--- src/rtl/cwd_pkg.sv ---
package cwd_pkg;

  // Classification of a completed input cycle, one-cycle pulses
  typedef struct packed {
    logic validEnd;
    logic invalidEnd;
  } cycleEvt_t;

  // Strobes from control to the vote history in the datapath
  typedef struct packed {
    logic shiftEn;
    logic shiftBit;
  } histStrobe_t;

  typedef enum logic {
    ST_IDLE   = 1'b0,
    ST_LOCKED = 1'b1
  } detState_t;

endpackage

--- src/rtl/cwd_datapath.sv ---
module cwd_datapath
  import cwd_pkg::*;
#(
  parameter int CNT_W      = 5,
  parameter int MIN_PERIOD = 14,
  parameter int MAX_PERIOD = 18,
  parameter int HIST_LEN   = 15,
  parameter int SYNC_DEPTH = 2
) (
  input  logic                          clk,
  input  logic                          rstN,
  input  logic                          carrierIn,
  input  histStrobe_t                   strobe,
  output cycleEvt_t                     evt,
  output logic [$clog2(HIST_LEN+1)-1:0] onesCount
);

  localparam int ONES_W = $clog2(HIST_LEN + 1);
  localparam logic [CNT_W-1:0] SAT_C = {CNT_W{1'b1}};
  localparam logic [CNT_W-1:0] MIN_C = CNT_W'(MIN_PERIOD);
  localparam logic [CNT_W-1:0] MAX_C = CNT_W'(MAX_PERIOD);
  localparam logic [CNT_W-1:0] ONE_C = CNT_W'(1);

  // Input synchronizer chain
  logic [SYNC_DEPTH-1:0] syncChain;
  logic                  prevSync;
  logic                  riseNow;

  always_ff @(posedge clk or negedge rstN) begin
    if (!rstN) begin
      syncChain <= '0;
      prevSync  <= 1'b0;
    end else begin
      syncChain <= {syncChain[SYNC_DEPTH-2:0], carrierIn};
      prevSync  <= syncChain[SYNC_DEPTH-1];
    end
  end

  assign riseNow = syncChain[SYNC_DEPTH-1] & ~prevSync;

  // Period counter, saturating
  logic [CNT_W-1:0] periodCnt;
  logic             primed;
  logic             inWindow;

  always_ff @(posedge clk or negedge rstN) begin
    if (!rstN) begin
      periodCnt <= '0;
      primed    <= 1'b0;
    end else if (riseNow) begin
      periodCnt <= ONE_C;
      primed    <= 1'b1;
    end else if (periodCnt != SAT_C) begin
      periodCnt <= periodCnt + ONE_C;
    end
  end

  assign inWindow = (periodCnt >= MIN_C) && (periodCnt <= MAX_C) && (periodCnt != SAT_C);

  always_ff @(posedge clk or negedge rstN) begin
    if (!rstN) begin
      evt <= '0;
    end else begin
      evt.validEnd   <= riseNow & primed & inWindow;
      evt.invalidEnd <= riseNow & primed & ~inWindow;
    end
  end

  // Vote history
  logic [HIST_LEN-1:0] history;

  always_ff @(posedge clk or negedge rstN) begin
    if (!rstN) begin
      history <= '0;
    end else if (strobe.shiftEn) begin
      history <= {history[HIST_LEN-2:0], strobe.shiftBit};
    end
  end

  always_comb begin
    onesCount = '0;
    for (int i = 0; i < HIST_LEN; i++) begin
      onesCount = onesCount + ONES_W'(history[i]);
    end
  end

  // Assertions
  assert_count_saturates_R3: assert property (@(posedge clk) disable iff (!rstN)
    (periodCnt == SAT_C && !riseNow) |=> (periodCnt == SAT_C));

  assert_count_no_wrap_R3: assert property (@(posedge clk) disable iff (!rstN)
    (!$past(riseNow) && $past(periodCnt) != '0) |-> (periodCnt != '0));

  assert_valid_range_R2: assert property (@(posedge clk) disable iff (!rstN)
    evt.validEnd |-> ($past(periodCnt) >= MIN_C && $past(periodCnt) <= MAX_C));

  assert_classify_exclusive_R2: assert property (@(posedge clk) disable iff (!rstN)
    !(evt.validEnd && evt.invalidEnd));

  assert_hist_hold_R4: assert property (@(posedge clk) disable iff (!rstN)
    !$past(strobe.shiftEn) |-> $stable(onesCount));

endmodule

--- src/rtl/cwd_control.sv ---
module cwd_control
  import cwd_pkg::*;
#(
  parameter int SLOT_LEN    = 16,
  parameter int HIST_LEN    = 15,
  parameter int VOTE_THRESH = 9
) (
  input  logic                          clk,
  input  logic                          rstN,
  input  cycleEvt_t                     evt,
  input  logic [$clog2(HIST_LEN+1)-1:0] onesCount,
  output histStrobe_t                   strobe,
  output logic                          detectN
);

  localparam int SLOT_W = $clog2(SLOT_LEN);
  localparam int ONES_W = $clog2(HIST_LEN + 1);
  localparam logic [SLOT_W-1:0] SLOT_LAST = SLOT_W'(SLOT_LEN - 1);
  localparam logic [ONES_W-1:0] THRESH_C  = ONES_W'(VOTE_THRESH);
  localparam logic [ONES_W-1:0] HIST_C    = ONES_W'(HIST_LEN);

  // Reference slot timer
  logic [SLOT_W-1:0] slotCnt;
  logic              slotEnd;

  always_ff @(posedge clk or negedge rstN) begin
    if (!rstN)        slotCnt <= '0;
    else if (slotEnd) slotCnt <= '0;
    else              slotCnt <= slotCnt + SLOT_W'(1);
  end

  assign slotEnd = (slotCnt == SLOT_LAST);

  // Per-slot observation flags
  logic sawValid, sawInvalid;

  always_ff @(posedge clk or negedge rstN) begin
    if (!rstN) begin
      sawValid   <= 1'b0;
      sawInvalid <= 1'b0;
    end else if (slotEnd) begin
      sawValid   <= 1'b0;
      sawInvalid <= 1'b0;
    end else begin
      sawValid   <= sawValid   | evt.validEnd;
      sawInvalid <= sawInvalid | evt.invalidEnd;
    end
  end

  always_comb begin
    strobe.shiftEn  = slotEnd;
    strobe.shiftBit = (sawValid | evt.validEnd) & ~(sawInvalid | evt.invalidEnd);
  end

  // Majority decision with separate enter and leave thresholds
  detState_t state, stateNext;
  logic [ONES_W-1:0] zerosCount;

  assign zerosCount = HIST_C - onesCount;

  always_comb begin
    stateNext = state;
    case (state)
      ST_IDLE:   if (onesCount >= THRESH_C)  stateNext = ST_LOCKED;
      ST_LOCKED: if (zerosCount >= THRESH_C) stateNext = ST_IDLE;
      default:   stateNext = ST_IDLE;
    endcase
  end

  always_ff @(posedge clk or negedge rstN) begin
    if (!rstN) state <= ST_IDLE;
    else       state <= stateNext;
  end

  assign detectN = (state != ST_LOCKED);

  // Assertions
  assert_reset_idle_R1: assert property (@(posedge clk)
    !rstN |-> detectN);

  assert_slot_single_R4: assert property (@(posedge clk) disable iff (!rstN)
    strobe.shiftEn |=> !strobe.shiftEn);

  assert_vote_veto_R4: assert property (@(posedge clk) disable iff (!rstN)
    (strobe.shiftEn && evt.invalidEnd) |-> !strobe.shiftBit);

  assert_enter_majority_R5: assert property (@(posedge clk) disable iff (!rstN)
    $fell(detectN) |-> ($past(onesCount) >= THRESH_C));

  assert_leave_majority_R6: assert property (@(posedge clk) disable iff (!rstN)
    $rose(detectN) |-> (HIST_C - $past(onesCount) >= THRESH_C));

endmodule

--- src/rtl/carrier_window_detector.sv ---
module carrier_window_detector
  import cwd_pkg::*;
#(
  parameter int CNT_W       = 5,
  parameter int MIN_PERIOD  = 14,
  parameter int MAX_PERIOD  = 18,
  parameter int SLOT_LEN    = 16,
  parameter int HIST_LEN    = 15,
  parameter int VOTE_THRESH = 9
) (
  input  logic clk,
  input  logic rstN,
  input  logic carrierIn,
  output logic detectN
);

  localparam int ONES_W = $clog2(HIST_LEN + 1);

  cycleEvt_t         evt;
  histStrobe_t       strobe;
  logic [ONES_W-1:0] onesCount;

  cwd_datapath #(
    .CNT_W      (CNT_W),
    .MIN_PERIOD (MIN_PERIOD),
    .MAX_PERIOD (MAX_PERIOD),
    .HIST_LEN   (HIST_LEN),
    .SYNC_DEPTH (2)
  ) uDatapath (
    .clk       (clk),
    .rstN      (rstN),
    .carrierIn (carrierIn),
    .strobe    (strobe),
    .evt       (evt),
    .onesCount (onesCount)
  );

  cwd_control #(
    .SLOT_LEN    (SLOT_LEN),
    .HIST_LEN    (HIST_LEN),
    .VOTE_THRESH (VOTE_THRESH)
  ) uControl (
    .clk       (clk),
    .rstN      (rstN),
    .evt       (evt),
    .onesCount (onesCount),
    .strobe    (strobe),
    .detectN   (detectN)
  );

endmodule

--- config.mk ---
export PLATFORM = sky130hd
export DESIGN_NAME = carrier_window_detector
export DESIGN_NICKNAME = d
export VERILOG_FILES = /design/src/rtl/cwd_pkg.sv /design/src/rtl/cwd_datapath.sv /design/src/rtl/cwd_control.sv /design/src/rtl/carrier_window_detector.sv
export SDC_FILE = /design/constraint.sdc
export NUM_CORES = 1
export LEC_CHECK = 0
export BUFFER_PORTS_ARGS = -buffer_cell sky130_fd_sc_hd__buf_2
export CAP_MARGIN = 10
export CORE_MARGIN = 3
export CORE_UTILIZATION = 61
export DETAILED_ROUTE_END_ITERATION = 16
export GPL_TIMING_DRIVEN = 0
export PLACE_DENSITY = 0.78
export SETUP_SLACK_MARGIN = 0.5
export SLEW_MARGIN = 10
export SYNTH_ARGS = -nofsm -noshare
export SYNTH_HDL_FRONTEND = slang
export SYNTH_SLANG_ARGS = --single-unit
--- constraint.sdc ---
create_clock -name clk -period 4.55 [get_ports clk]
set_input_delay 0 -clock clk [delete_from_list [all_inputs] [get_ports clk]]
set_output_delay 0 -clock clk [all_outputs]
set_load 0.01 [all_outputs]
---- After elaboration in Yosys (flattened, before gate mapping) ----
Cells that the tools add are included.
operators by class
  add/subtract/negate cells ............... 17
  magnitude comparators ................... 4
  equal/unequal tests ..................... 2
  multiplexer cells ....................... 8
  bitwise logic cells ..................... 11
  reduce and logical (&&, ||, !) cells .... 3
operators with widths
  operator             number
  $add 4x1->4          13
  $mux 5               2
  $ge 4x4->1 const B   2
  $add 5x1->5 const B  1
  $and 1x1->1          5
  $ge 5x4->1 const B   1
  $le 5x5->1 const B   1
  $ne 5x5->1 const B   1
  $add 4x1->4 const B  1
  $eq 4x4->1 const B   1
  $mux 1               4
  $mux 4               1
  $not 1->1            4
  $sub 4x4->4 const A  1
  $add 1x1->2          1
  $logic_and 1x1->1    2
  $or 1x1->1           2
  $pmux 1 s2           1
  $reduce_bool 2->1    1
word-level totals
  flip-flop bits (word level) ............. 33
  input port bits ......................... 3
  word-level logic and storage cells ...... 56

---- Longest topological paths before layout ----
Gate-level depths: netlist of run 1.
  word-level depth ........................ 18
  gate-level depth with buffers ........... 14
  mapped depth without buffers ............ 14

---- Hierarchy ----
Synthesis of run 1 repeated with hierarchy kept, for this count alone.
second synthesis, totals
  cells, all modules ...................... 144
  area, all modules ....................... 1646.6 µm²
by module, submodules not included
  module        times used  cells each  area an instance (µm²)  seq. area each (µm²)
  cwd_datapath  1           118         1352.5                  650.6
  cwd_control   1           26          294.0                   175.2

---- Worst setup path before layout of run 1 ----
No wires, ideal clock.
  path type ............................... register -> register
  start point ............................. reg uDatapath.history[0]
  end point ............................... reg uControl.state
  arrival time ............................ 3.678 ns
  required time ........................... 4.427 ns
  path slack .............................. 0.749 ns
  cell stages (with the launch flop) ...... 15
  clock period less this slack ............ 3.801 ns
  path through ............................ dfrtp_1 > ha_1 > inv_1 > fa_1 > fa_1 > fa_1 > fa_1 > inv_1 > ha_1 > inv_1 > fa_1 > xor2_1 > o32ai_1 > a211oi_1 > o2bb2ai_1
between the ends
  longest elaborated chain between the ends .. 18
  elaborated cells between the ends (all ways) .. 20
  those cells by class .................... add/sub (15); order compare (2); mux (3)
ends and longest elaborated chain
  item                          RTL line            RTL
  from (decl)                   cwd_datapath.sv:70  logic [HIST_LEN-1:0] history;
  from (signal assigned)        cwd_datapath.sv:76  history <= {history[HIST_LEN-2:0], strobe.shiftBit};
  $add 1x1->2 *                 cwd_datapath.sv:83  onesCount = onesCount + ONES_W'(history[i]);
  $add 4x1->4 * (13 in a row)   cwd_datapath.sv:83
  $sub 4x4->4                   cwd_control.sv:59   assign zerosCount = HIST_C - onesCount;
  $ge 4x4->1                    cwd_control.sv:65   ST_LOCKED: if (zerosCount >= THRESH_C) stateNext = ST_IDLE;
  $mux 1                        cwd_control.sv:65
  $pmux 1 s2 *                  cwd_control.sv:63   case (state)
  named net uControl.stateNext  cwd_control.sv:56   detState_t state, stateNext;
  to (signal assigned)          cwd_control.sv:72   else state <= stateNext;
  to (decl)                     cwd_control.sv:56
The timed path passes the listed nets; every way through them passes the cells marked *.
A chain may end at the register's enable or synchronous reset.

---- Worst setup path after layout of run 1 ----
Ends and elaborated chain as after synthesis.

==> flow_metrics.env, run 1 <==
export IMPL_die_w_um=58.9
export IMPL_grt_usage_pct=20.4
export IMPL_ys_ff_latch=33
export IMPL_io_buffers=3
export IMPL_antenna_left=0
export IMPL_num_vias=1078
export IMPL_worstPathMaxFanout=2
export IMPL_synth_edf_count=0
export IMPL_gr_total_overflow=0
export IMPL_final_setup_skew_ps=13.1
export IMPL_tns_ps=0
export IMPL_syn_cell_area_um2=1710
export IMPL_regToRegEndpoint="uControl.state"
export IMPL_initial_core_util_pct=66.5
export IMPL_grt_pass1_wl_um=5070
export IMPL_drt_met1_wl_um=1300
export IMPL_route_met2_wl_um=1430
export IMPL_grt_pass1_vias=1136
export IMPL_cts_buffers=5
export IMPL_timing_hold_ws_ps=227
export IMPL_area_delta_synth_final_pct=11.4
export IMPL_min_period_ps=4110
export IMPL_htree_num_levels=2
export IMPL_yosysWarningCount=0
export IMPL_worst_path_most_repeated_cell="fa_1"
export IMPL_rsz0062_at_grt="true"
export IMPL_seqCellArea_um2=826
export IMPL_antenna_cells=0
export IMPL_worstPathCellList="ha_1 -> inv_1 -> fa_1 -> fa_1 -> fa_1 -> fa_1 -> inv_1 -> ha_1 -> inv_1 -> fa_2 -> o32ai_2 -> a211oi_2 -> o2bb2ai_1"
export IMPL_cts_tree="yes"
export IMPL_yosysTopAreaCell="dfrtp_1"
export IMPL_final_max_slew_viol_count=0
export IMPL_clk_latency_ps=350
export IMPL_root_buffer="clkbuf_4"
export IMPL_synth_top_area_share_pct=48.4
export IMPL_synth_avg_cell_area_um2=11.0
export IMPL_endpoint_kind="flop"
export IMPL_die_h_um=58.9
export IMPL_drive_gt1_share_pct=15.9
export IMPL_clock_sinks=33
export IMPL_pwr_share_clk_pct=37.2
export IMPL_internal_power_uw=469
export IMPL_place_gp_congestion=0.821
export IMPL_r2r_slack_ps=440
export IMPL_stdcell_count=200
export IMPL_leakage_nw=0.895
export IMPL_die_area_um2=3470
export IMPL_r2r_start="uDatapath.history[0]"
export IMPL_path_delay_family="adder cells"
export IMPL_startpoint_type="flop"
export IMPL_finalWirelength_um=2940
export IMPL_synthFlopType="dfrtp_1"
export IMPL_drc=0
export IMPL_synth_area_top_cells="dfrtp_1 (48%), fa_1 (11%), ha_1 (7.3%), inv_1 (5.7%), o21ai_0 (2.9%)"
export IMPL_crit_buf_inv=3
export IMPL_ys_types=32
export IMPL_hold_viol=0
export IMPL_power_switching_uw=155
export IMPL_vias_per_cell=5.39
export IMPL_clockBufferDepth=2
export IMPL_num_rows=18
export IMPL_final_setup_viol_count=0
export IMPL_final_period_utilization_pct=90.4
export IMPL_drt_first_iter_violations=45
export IMPL_critPathSlowestCell="fa_1"
export IMPL_core_um2=2570
export IMPL_post_place_ws_ps=546
export IMPL_syn_nets=177
export IMPL_io_pins=4
export IMPL_antenna_found_initial=0
export IMPL_multiInputGateArea_um2=771
export IMPL_worstPathArrival_ps=4370
export IMPL_async_reset_ff_share_pct=100
export IMPL_powerDensity_nw_per_um2=328
export IMPL_maxCapViolations=0
export IMPL_routedWlPerCell_um=14.7
export IMPL_path_clk_slew_ps=110
export IMPL_dp_hpwl_um=2000
export IMPL_max_freq_mhz=243
export IMPL_synth_seq_area_share_pct=48.4
export IMPL_synthCells=155
export IMPL_hold_path_class="input pin to asynchronous set/reset pin"
export IMPL_ir_drop_uv=245
export IMPL_grt_max_degree=34
export IMPL_nFillCells=178
export IMPL_fin_util_pct=74.1
export IMPL_reg2reg_depth=13
export IMPL_p_seq_share_pct=53.7
export IMPL_switching_share_pct=24.8
export IMPL_fin_ws_ps=437
export IMPL_fin_nets=191
export IMPL_status="finished clean"
export IMPL_dr_wl_met3_um=128
export IMPL_path_class="flop to flop"
export IMPL_p_comb_share_pct=9.1
export IMPL_slew_headroom_pct=53.2
export IMPL_cp_required_ps=4810
export IMPL_routed_top_layer="met4"
export IMPL_dr_pass1_iters=4
export IMPL_worst_pin_slew_ps=702
export IMPL_max_stage_delay_ps=510
export IMPL_place_inst=188
## through the flow
stage,power (mW),cell area (µm²)
after global routing,0.654,1900
after detailed placement,0.396,1760
after global placement,0.387,1760
after floorplan,0.374,1710
after CTS,0.628,1870
final,0.624,1900
## power by group through the flow
| stage | sequential [mW] | clock [mW] | combinational (mW) |
|---|---|---|---|
| finish | 0.335 | 0.232 | 0.0570 |
| global route | 0.338 | 0.248 | 0.0674 |
| CTS | 0.335 | 0.235 | 0.0579 |
| detailed placement | 0.340 | 0 | 0.0563 |
| global placement | 0.337 | 0 | 0.0504 |
| floorplan | 0.334 | 0 | 0.0407 |
## sequential cells by signal (all words and copies together), names as in the netlist
signal               cells
uDatapath.evt            2
uControl.sawValid        1
uControl.slotCnt         4
uControl.sawInvalid      1
uDatapath.syncChain      2
uControl.state           1
uDatapath.prevSync       1
uDatapath.periodCnt      5
uDatapath.history       15
uDatapath.primed         1
## cell type report
cell class | instances | share of cell area (%)
well taps | 30 | 1.97
clock buffers | 7 | 2.89
repair buffers | 7 | 2.63
inverters | 26 | 5.13
plain buffers | 5 | 1.91
flip-flops and latches | 33 | 43.4
multi-input cells | 91 | 40.5
clock inverters | 1 | 1.58
## synthesized netlist by cell type, types with 2 or more instances
cell      instances
dfrtp_1          33
inv_1            26
nand2_1          13
ha_1             10
o21ai_0          10
fa_1              9
nor2_1            8
a21oi_1           5
xor2_1            4
mux2_2            3
nand2b_1          3
nand3_1           3
o21ai_1           3
a31oi_1           2
and3_1            2
buf_6             2
nand4b_1          2
nor2b_1           2
xnor2_1           2
## kinds of logic (layout without fill, tap and decap cells)
group                    Yosys count  count (layout)  synth area share (%)
buffers and inverters             31              46                  7.84
AND/OR/NAND/NOR                   36              36                  11.0
flip-flops                        33              33                  48.4
adder cells (fa/ha/maj)           19              19                  17.9
multiplexers                       4               4                  2.56
AO/OA/AOI/OAI                     26              26                  9.30
XOR/XNOR                           6               6                  3.08
## layer usage
| metal | vias up | global-route usage (%) |
|---|---|---|
| met5 | - | 0 |
| met1 | 525 | 27.0 |
| li1 | 520 | - |
| met3 | 8 | 6.58 |
| met2 | 25 | 30.4 |
| met4 | 0 | 9.71 |
## cell usage in the layout, fill, tap and decap left out, types with 2 or more instances in the layout
cell type and n:
a21oi_1 5, a31oi_1 2, and3_1 2, buf_2 4, buf_4 2, buf_6 2
clkbuf_1 2, clkbuf_4 5, dfrtp_1 33, dlygate4sd3_1 2, fa_1 8, ha_1 10
inv_1 26, mux2_2 3, nand2_1 13, nand2b_1 3, nand3_1 3, nand4b_1 2
nor2_1 8, nor2b_1 2, o21ai_0 10, o21ai_1 3, xnor2_1 2, xor2_1 3
## how the worst max path moves through the flow
stage / end / from / depth (start not counted) / slack, ps
CTS: uControl.state / uDatapath.history[0] / 14 / 520
detailed placement: uControl.state / uDatapath.history[0] / 14 / 550
floorplan: uControl.state / uDatapath.history[0] / 14 / 750
global route: uControl.state / uDatapath.history[0] / 13 / 320
global placement: uControl.state / uDatapath.history[0] / 14 / 580
finish: uControl.state / uDatapath.history[0] / 13 / 440
## timing repair
action,CTS,global route
resized for setup,0,4
endpoints found under the setup margin,1,1
hold buffers,2,0
pin swaps,1,0
setup buffers,1,1
endpoints found under the hold margin,34,0
(Power assumes the default switching activity.)
==> inputs of run 2 (changes only) <==
--- a/config.mk
+++ b/config.mk
@@ -8,10 +8,9 @@
 export BUFFER_PORTS_ARGS = -buffer_cell sky130_fd_sc_hd__buf_2
 export CAP_MARGIN = 10
 export CORE_MARGIN = 3
-export CORE_UTILIZATION = 61
+export CORE_UTILIZATION = 45
 export DETAILED_ROUTE_END_ITERATION = 16
 export GPL_TIMING_DRIVEN = 0
-export PLACE_DENSITY = 0.78
 export SETUP_SLACK_MARGIN = 0.5
 export SLEW_MARGIN = 10
 export SYNTH_ARGS = -nofsm -noshare
==> flow_metrics.env, run 2 (synthesis results as in run 1) <==
export IMPL_dp_hpwl_um=1990
export IMPL_reg2reg_depth=14
export IMPL_startpoint_type="flop"
export IMPL_leakage_nw=0.882
export IMPL_initial_core_util_pct=48.9
export IMPL_slew_headroom_pct=52.7
export IMPL_place_gp_congestion=0.742
export IMPL_clk_latency_ps=280
export IMPL_antenna_cells=0
export IMPL_regToRegEndpoint="uControl.state"
export IMPL_io_pins=4
export IMPL_max_freq_mhz=252
export IMPL_grt_pass1_wl_um=4890
export IMPL_final_max_slew_viol_count=0
export IMPL_area_delta_synth_final_pct=13.2
export IMPL_root_buffer="clkbuf_8"
export IMPL_htree_num_levels=2
export IMPL_r2r_slack_ps=590
export IMPL_path_clk_slew_ps=70
export IMPL_place_inst=204
export IMPL_hold_path_class="input pin to asynchronous set/reset pin"
export IMPL_hold_viol=0
export IMPL_finalWirelength_um=2790
export IMPL_clock_sinks=33
export IMPL_final_setup_viol_count=0
export IMPL_drc=0
export IMPL_reg_top3="uDatapath.history x15, uDatapath.periodCnt x5, uControl.slotCnt x4"
export IMPL_clockBufferDepth=2
export IMPL_die_area_um2=4570
export IMPL_endpoint_kind="flop"
export IMPL_timing_hold_ws_ps=301
export IMPL_fin_nets=190
export IMPL_num_rows=21
export IMPL_final_period_utilization_pct=87.1
export IMPL_die_w_um=67.6
export IMPL_largest_reg_flops=15
export IMPL_tns_ps=0
export IMPL_antenna_found_initial=0
export IMPL_cts_buffers=5
export IMPL_cp_required_ps=4760
export IMPL_cts_tree="yes"
export IMPL_drt_first_iter_violations=42
export IMPL_die_h_um=67.6
export IMPL_grt_pass1_vias=1158
export IMPL_final_cell_mix="dfrtp_1 (33), inv_1 (24), nand2_1 (13)"
export IMPL_gr_total_overflow=0
export IMPL_final_setup_skew_ps=5.39
export IMPL_powerDensity_nw_per_um2=316
export IMPL_regMostFlops="uDatapath.history"
export IMPL_io_buffers=3
export IMPL_rsz0062_at_grt="true"
export IMPL_dr_pass1_iters=4
export IMPL_worstSetupEndpoint="uControl.state"
export IMPL_drive_gt1_share_pct=17.3
export IMPL_crit_path_start="uDatapath.history[1]"
export IMPL_r2r_start="uDatapath.history[1]"
export IMPL_status="finished clean"
export IMPL_vias_per_cell=5.01
export IMPL_min_period_ps=3960
export IMPL_maxCapViolations=0
export IMPL_stdcell_count=214
export IMPL_worstPathMaxFanout=3
export IMPL_ir_drop_uv=215
export IMPL_grt_usage_pct=14.7
export IMPL_num_vias=1072
export IMPL_routedWlPerCell_um=13.0
export IMPL_grt_max_degree=34
export IMPL_layout_commonest_cell="dfrtp_1"
export IMPL_core_um2=3490
export IMPL_path_class="flop to flop"
export IMPL_antenna_left=0
export IMPL_worst_pin_slew_ps=710
export IMPL_worstPathArrival_ps=4180
-- run 2: changes by cell type in the layout (fill, tap and decap cells not counted), sizes merged --
cell      delta
clkbuf       -1
buf          -1
bufinv       -1
clkinvlp     +1
-- run 2: stage by stage --
| stage | instance area [µm²] | power (mW) | worst slack, ps | utilization [%] |
|---|---|---|---|---|
| floorplan | 1710 | 0.374 | 749 | - |
| detailed placement | 1780 | 0.392 | 531 | 50.9 |
| global placement | 1780 | 0.390 | 593 | 50.9 |
| finish | 1930 | 0.611 | 587 | 55.3 |
| global route | 1930 | 0.641 | 387 | 55.3 |
| CTS | 1890 | 0.620 | 533 | 54.1 |
-- run 2: what timing repair did --
item	CTS	global route
hold endpoints to repair	34	0
endpoints found under the setup margin	0	1
hold buffers	2	0
buffers inserted	0	1
gates resized for setup	0	8
-- run 2: routing by layer --
| layer | GRT usage (%) | up-vias | routed length (µm) |
|---|---|---|---|
| met4 | 7.59 | 0 | 78 |
| li1 | - | 523 | - |
| met1 | 16.0 | 529 | 1190 |
| met3 | 3.99 | 7 | 66 |
| met5 | 0 | - | 0 |
| met2 | 25.9 | 13 | 1450 |
-- run 2: how the worst min path moves through the flow --
stage               slack [ps]                endpoint  cells after the start
floorplan                 -300     uControl.sawInvalid                      0
detailed placement         100   uDatapath.history[11]                      1
global placement           100   uDatapath.history[10]                      1
global route               360  uDatapath.syncChain[0]                      2
finish                     300    uDatapath.history[9]                      2
CTS                        340   uDatapath.history[13]                      2
-- run 2: critical path: stages, from the launching register on --
cell and delay (ps):
dfrtp_1 390, ha_1 280, inv_1 50, fa_1 530
fa_1 460, fa_1 520, fa_1 430, inv_2 80
ha_4 120, inv_2 40, fa_2 400, xor2_2 170
o32ai_2 230, a211oi_2 60, o2bb2ai_1 140
-- run 2: cell type report --
class,count,area (µm²)
Fill cell,302,1560
Multi-Input combinational cell,91,783
Clock inverter,1,7.51
Inverter,26,97.6
Clock buffer,6,82.6
Tap cell,46,57.6
Buffer,5,36.3
Sequential cell,33,826
Timing Repair Buffer,6,42.5
-- run 2: report_power, final --
group	internal, mW	switching, mW	total (mW)
clock	0.119	0.104	0.223
combinational	0.0265	0.0288	0.0553
sequential	0.312	0.0208	0.333
total	0.458	0.153	0.611
==> inputs of run 3 (changes only) <==
--- a/config.mk
+++ b/config.mk
@@ -5,6 +5,7 @@
 export SDC_FILE = /design/constraint.sdc
 export NUM_CORES = 1
 export LEC_CHECK = 0
+export ABC_AREA = 1
 export BUFFER_PORTS_ARGS = -buffer_cell sky130_fd_sc_hd__buf_2
 export CAP_MARGIN = 10
 export CORE_MARGIN = 3
==> flow_metrics.env, run 3 <==
export IMPL_routedWlPerCell_um=11.1
export IMPL_htree_num_levels=2
export IMPL_reg2reg_depth=15
export IMPL_syn_cell_area_um2=1760
export IMPL_die_h_um=68.6
export IMPL_dp_hpwl_um=2110
export IMPL_dr_pass1_iters=4
export IMPL_clockBufferDepth=2
export IMPL_antenna_left=0
export IMPL_synthCells=184
export IMPL_worstPathMaxFanout=3
export IMPL_drive_gt1_share_pct=15.2
export IMPL_place_inst=235
export IMPL_tns_ps=0
export IMPL_path_class="flop to flop"
export IMPL_ir_drop_uv=227
export IMPL_fin_util_pct=53.1
export IMPL_yosysTopAreaCell="dfrtp_1"
export IMPL_cts_setup_buffers=0
export IMPL_finalWirelength_um=2730
export IMPL_place_gp_congestion=0.758
export IMPL_post_place_ws_ps=733
export IMPL_die_area_um2=4700
export IMPL_initial_core_util_pct=47.4
export IMPL_path_clk_slew_ps=70
export IMPL_cts_tree="yes"
export IMPL_cts_buffers=5
export IMPL_drc=0
export IMPL_synth_area_top_cells="dfrtp_1 (47%), fa_1 (10%), inv_1 (8.7%), ha_1 (7.1%), nand2_1 (6.4%)"
export IMPL_worst_pin_slew_ps=707
export IMPL_r2r_slack_ps=690
export IMPL_placed_area_um2=1840
export IMPL_yosys_top_cells_count="inv_1 (41), dfrtp_1 (33), nand2_1 (30)"
export IMPL_synth_edf_count=0
export IMPL_worstPathArrival_ps=4040
export IMPL_clk_latency_ps=280
export IMPL_num_vias=1154
export IMPL_antenna_cells=0
export IMPL_max_freq_mhz=259
export IMPL_grt_max_degree=34
export IMPL_fin_nets=218
export IMPL_ys_ff_latch=33
export IMPL_regMostFlops="uDatapath.history"
export IMPL_clock_sinks=33
export IMPL_final_setup_viol_count=0
export IMPL_reg_top3="uDatapath.history x15, uDatapath.periodCnt x5, uControl.slotCnt x4"
export IMPL_cp_required_ps=4730
export IMPL_final_period_utilization_pct=84.9
export IMPL_vias_per_cell=4.71
export IMPL_rsz0062_at_grt="false"
export IMPL_io_pins=4
export IMPL_powerDensity_nw_per_um2=344
export IMPL_slew_headroom_pct=52.9
export IMPL_antenna_found_initial=0
export IMPL_maxCapViolations=0
export IMPL_grt_pass1_vias=1194
export IMPL_core_um2=3720
export IMPL_yosysMostFrequentCell="inv_1"
export IMPL_startpoint_type="flop"
export IMPL_layout_commonest_cell="inv_1"
export IMPL_async_reset_ff_share_pct=100
export IMPL_hold_viol=0
export IMPL_totalPowerFinal_uw=679
export IMPL_num_rows=22
export IMPL_synthFlopType="dfrtp_1"
export IMPL_synth_seq_area_share_pct=46.8
export IMPL_largest_reg_flops=15
export IMPL_status="finished clean"
export IMPL_syn_nets=206
export IMPL_ys_types=21
export IMPL_min_period_ps=3860
export IMPL_final_setup_skew_ps=5.64
export IMPL_design_area_um2=1970
export IMPL_leakage_nw=0.987
export IMPL_endpoint_kind="flop"
export IMPL_r2r_start="uDatapath.history[1]"
export IMPL_area_delta_synth_final_pct=11.9
export IMPL_grt_pass1_wl_um=5010
export IMPL_final_max_slew_viol_count=0
export IMPL_regToRegEndpoint="uControl.state"
export IMPL_hold_path_class="input pin to asynchronous set/reset pin"
export IMPL_timing_hold_ws_ps=307
export IMPL_io_buffers=3
export IMPL_root_buffer="clkbuf_8"
export IMPL_die_w_um=68.6
export IMPL_stdcell_count=245
export IMPL_final_cell_mix="inv_1 (41), dfrtp_1 (33), nand2_1 (30)"
export IMPL_grt_usage_pct=14.7
export IMPL_drt_first_iter_violations=29
export IMPL_synth_avg_cell_area_um2=9.58
export IMPL_gr_total_overflow=0
export IMPL_fin_ws_ps=689
export IMPL_yosysWarningCount=0
export IMPL_synth_top_area_share_pct=46.8
run 3: cells by family after synthesis:
family / count (synthesis) / share of synthesized area [%]
compound gates: 25 / 9.37
xor+xnor: 1 / 0.497
fa+ha+maj: 19 / 17.3
buf+inv: 45 / 10.5
flops: 33 / 46.8
simple gates: 61 / 15.5
run 3: area by class of cell:
type | count | area (µm²)
clock buffer | 5 | 68.8
multi-input combinational | 106 | 752
inverter | 42 | 158
clock inverter | 3 | 46.3
fill | 343 | 1740
tap | 48 | 60.1
buffer | 3 | 27.5
sequential | 33 | 826
timing repair buffer | 5 | 35.0
run 3: repair_timing:
item                                   4_1_cts  5_1_grt
gates resized for setup                      0        0
hold buffers                                 2        0
setup endpoints to repair                    0        0
endpoints found under the hold margin       34        0
run 3: power by group:
group	total [mW]	internal [mW]	switching [mW]
clock network	0.274	0.164	0.110
registers	0.334	0.315	0.0192
logic	0.0707	0.0292	0.0415
total	0.679	0.508	0.171
run 3: metal layers:
layer | routed length, µm | GRT usage, %
met2 | 1250 | 23.0
met3 | 83 | 4.86
met4 | 46 | 5.96
met5 | 0 | 0
met1 | 1350 | 18.5
run 3: worst max path at each step:
| stage | slack (ps) | to | startpoint | depth (start not counted) |
|---|---|---|---|---|
| 6_report | 690 | uControl.state | uDatapath.history[1] | 15 |
| 5_1_grt | 510 | uControl.state | uDatapath.history[0] | 16 |
| 4_1_cts | 680 | uControl.state | uDatapath.history[1] | 15 |
| 3_5_place_dp | 730 | uControl.state | uDatapath.history[1] | 15 |
| 3_3_place_gp | 730 | uControl.state | uDatapath.history[1] | 15 |
| 2_1_floorplan | 900 | uControl.state | uDatapath.history[1] | 15 |
run 3: worst max-delay path, stage by stage, from the launching register on:
cell and delay, ps:
dfrtp_1 400, ha_1 280, inv_1 50, fa_1 460, fa_1 490, fa_1 550
fa_1 420, inv_1 70, ha_1 180, inv_1 60, fa_1 520, nor2_1 60
nand2_1 60, nand3_1 70, nand2_1 60, inv_1 40
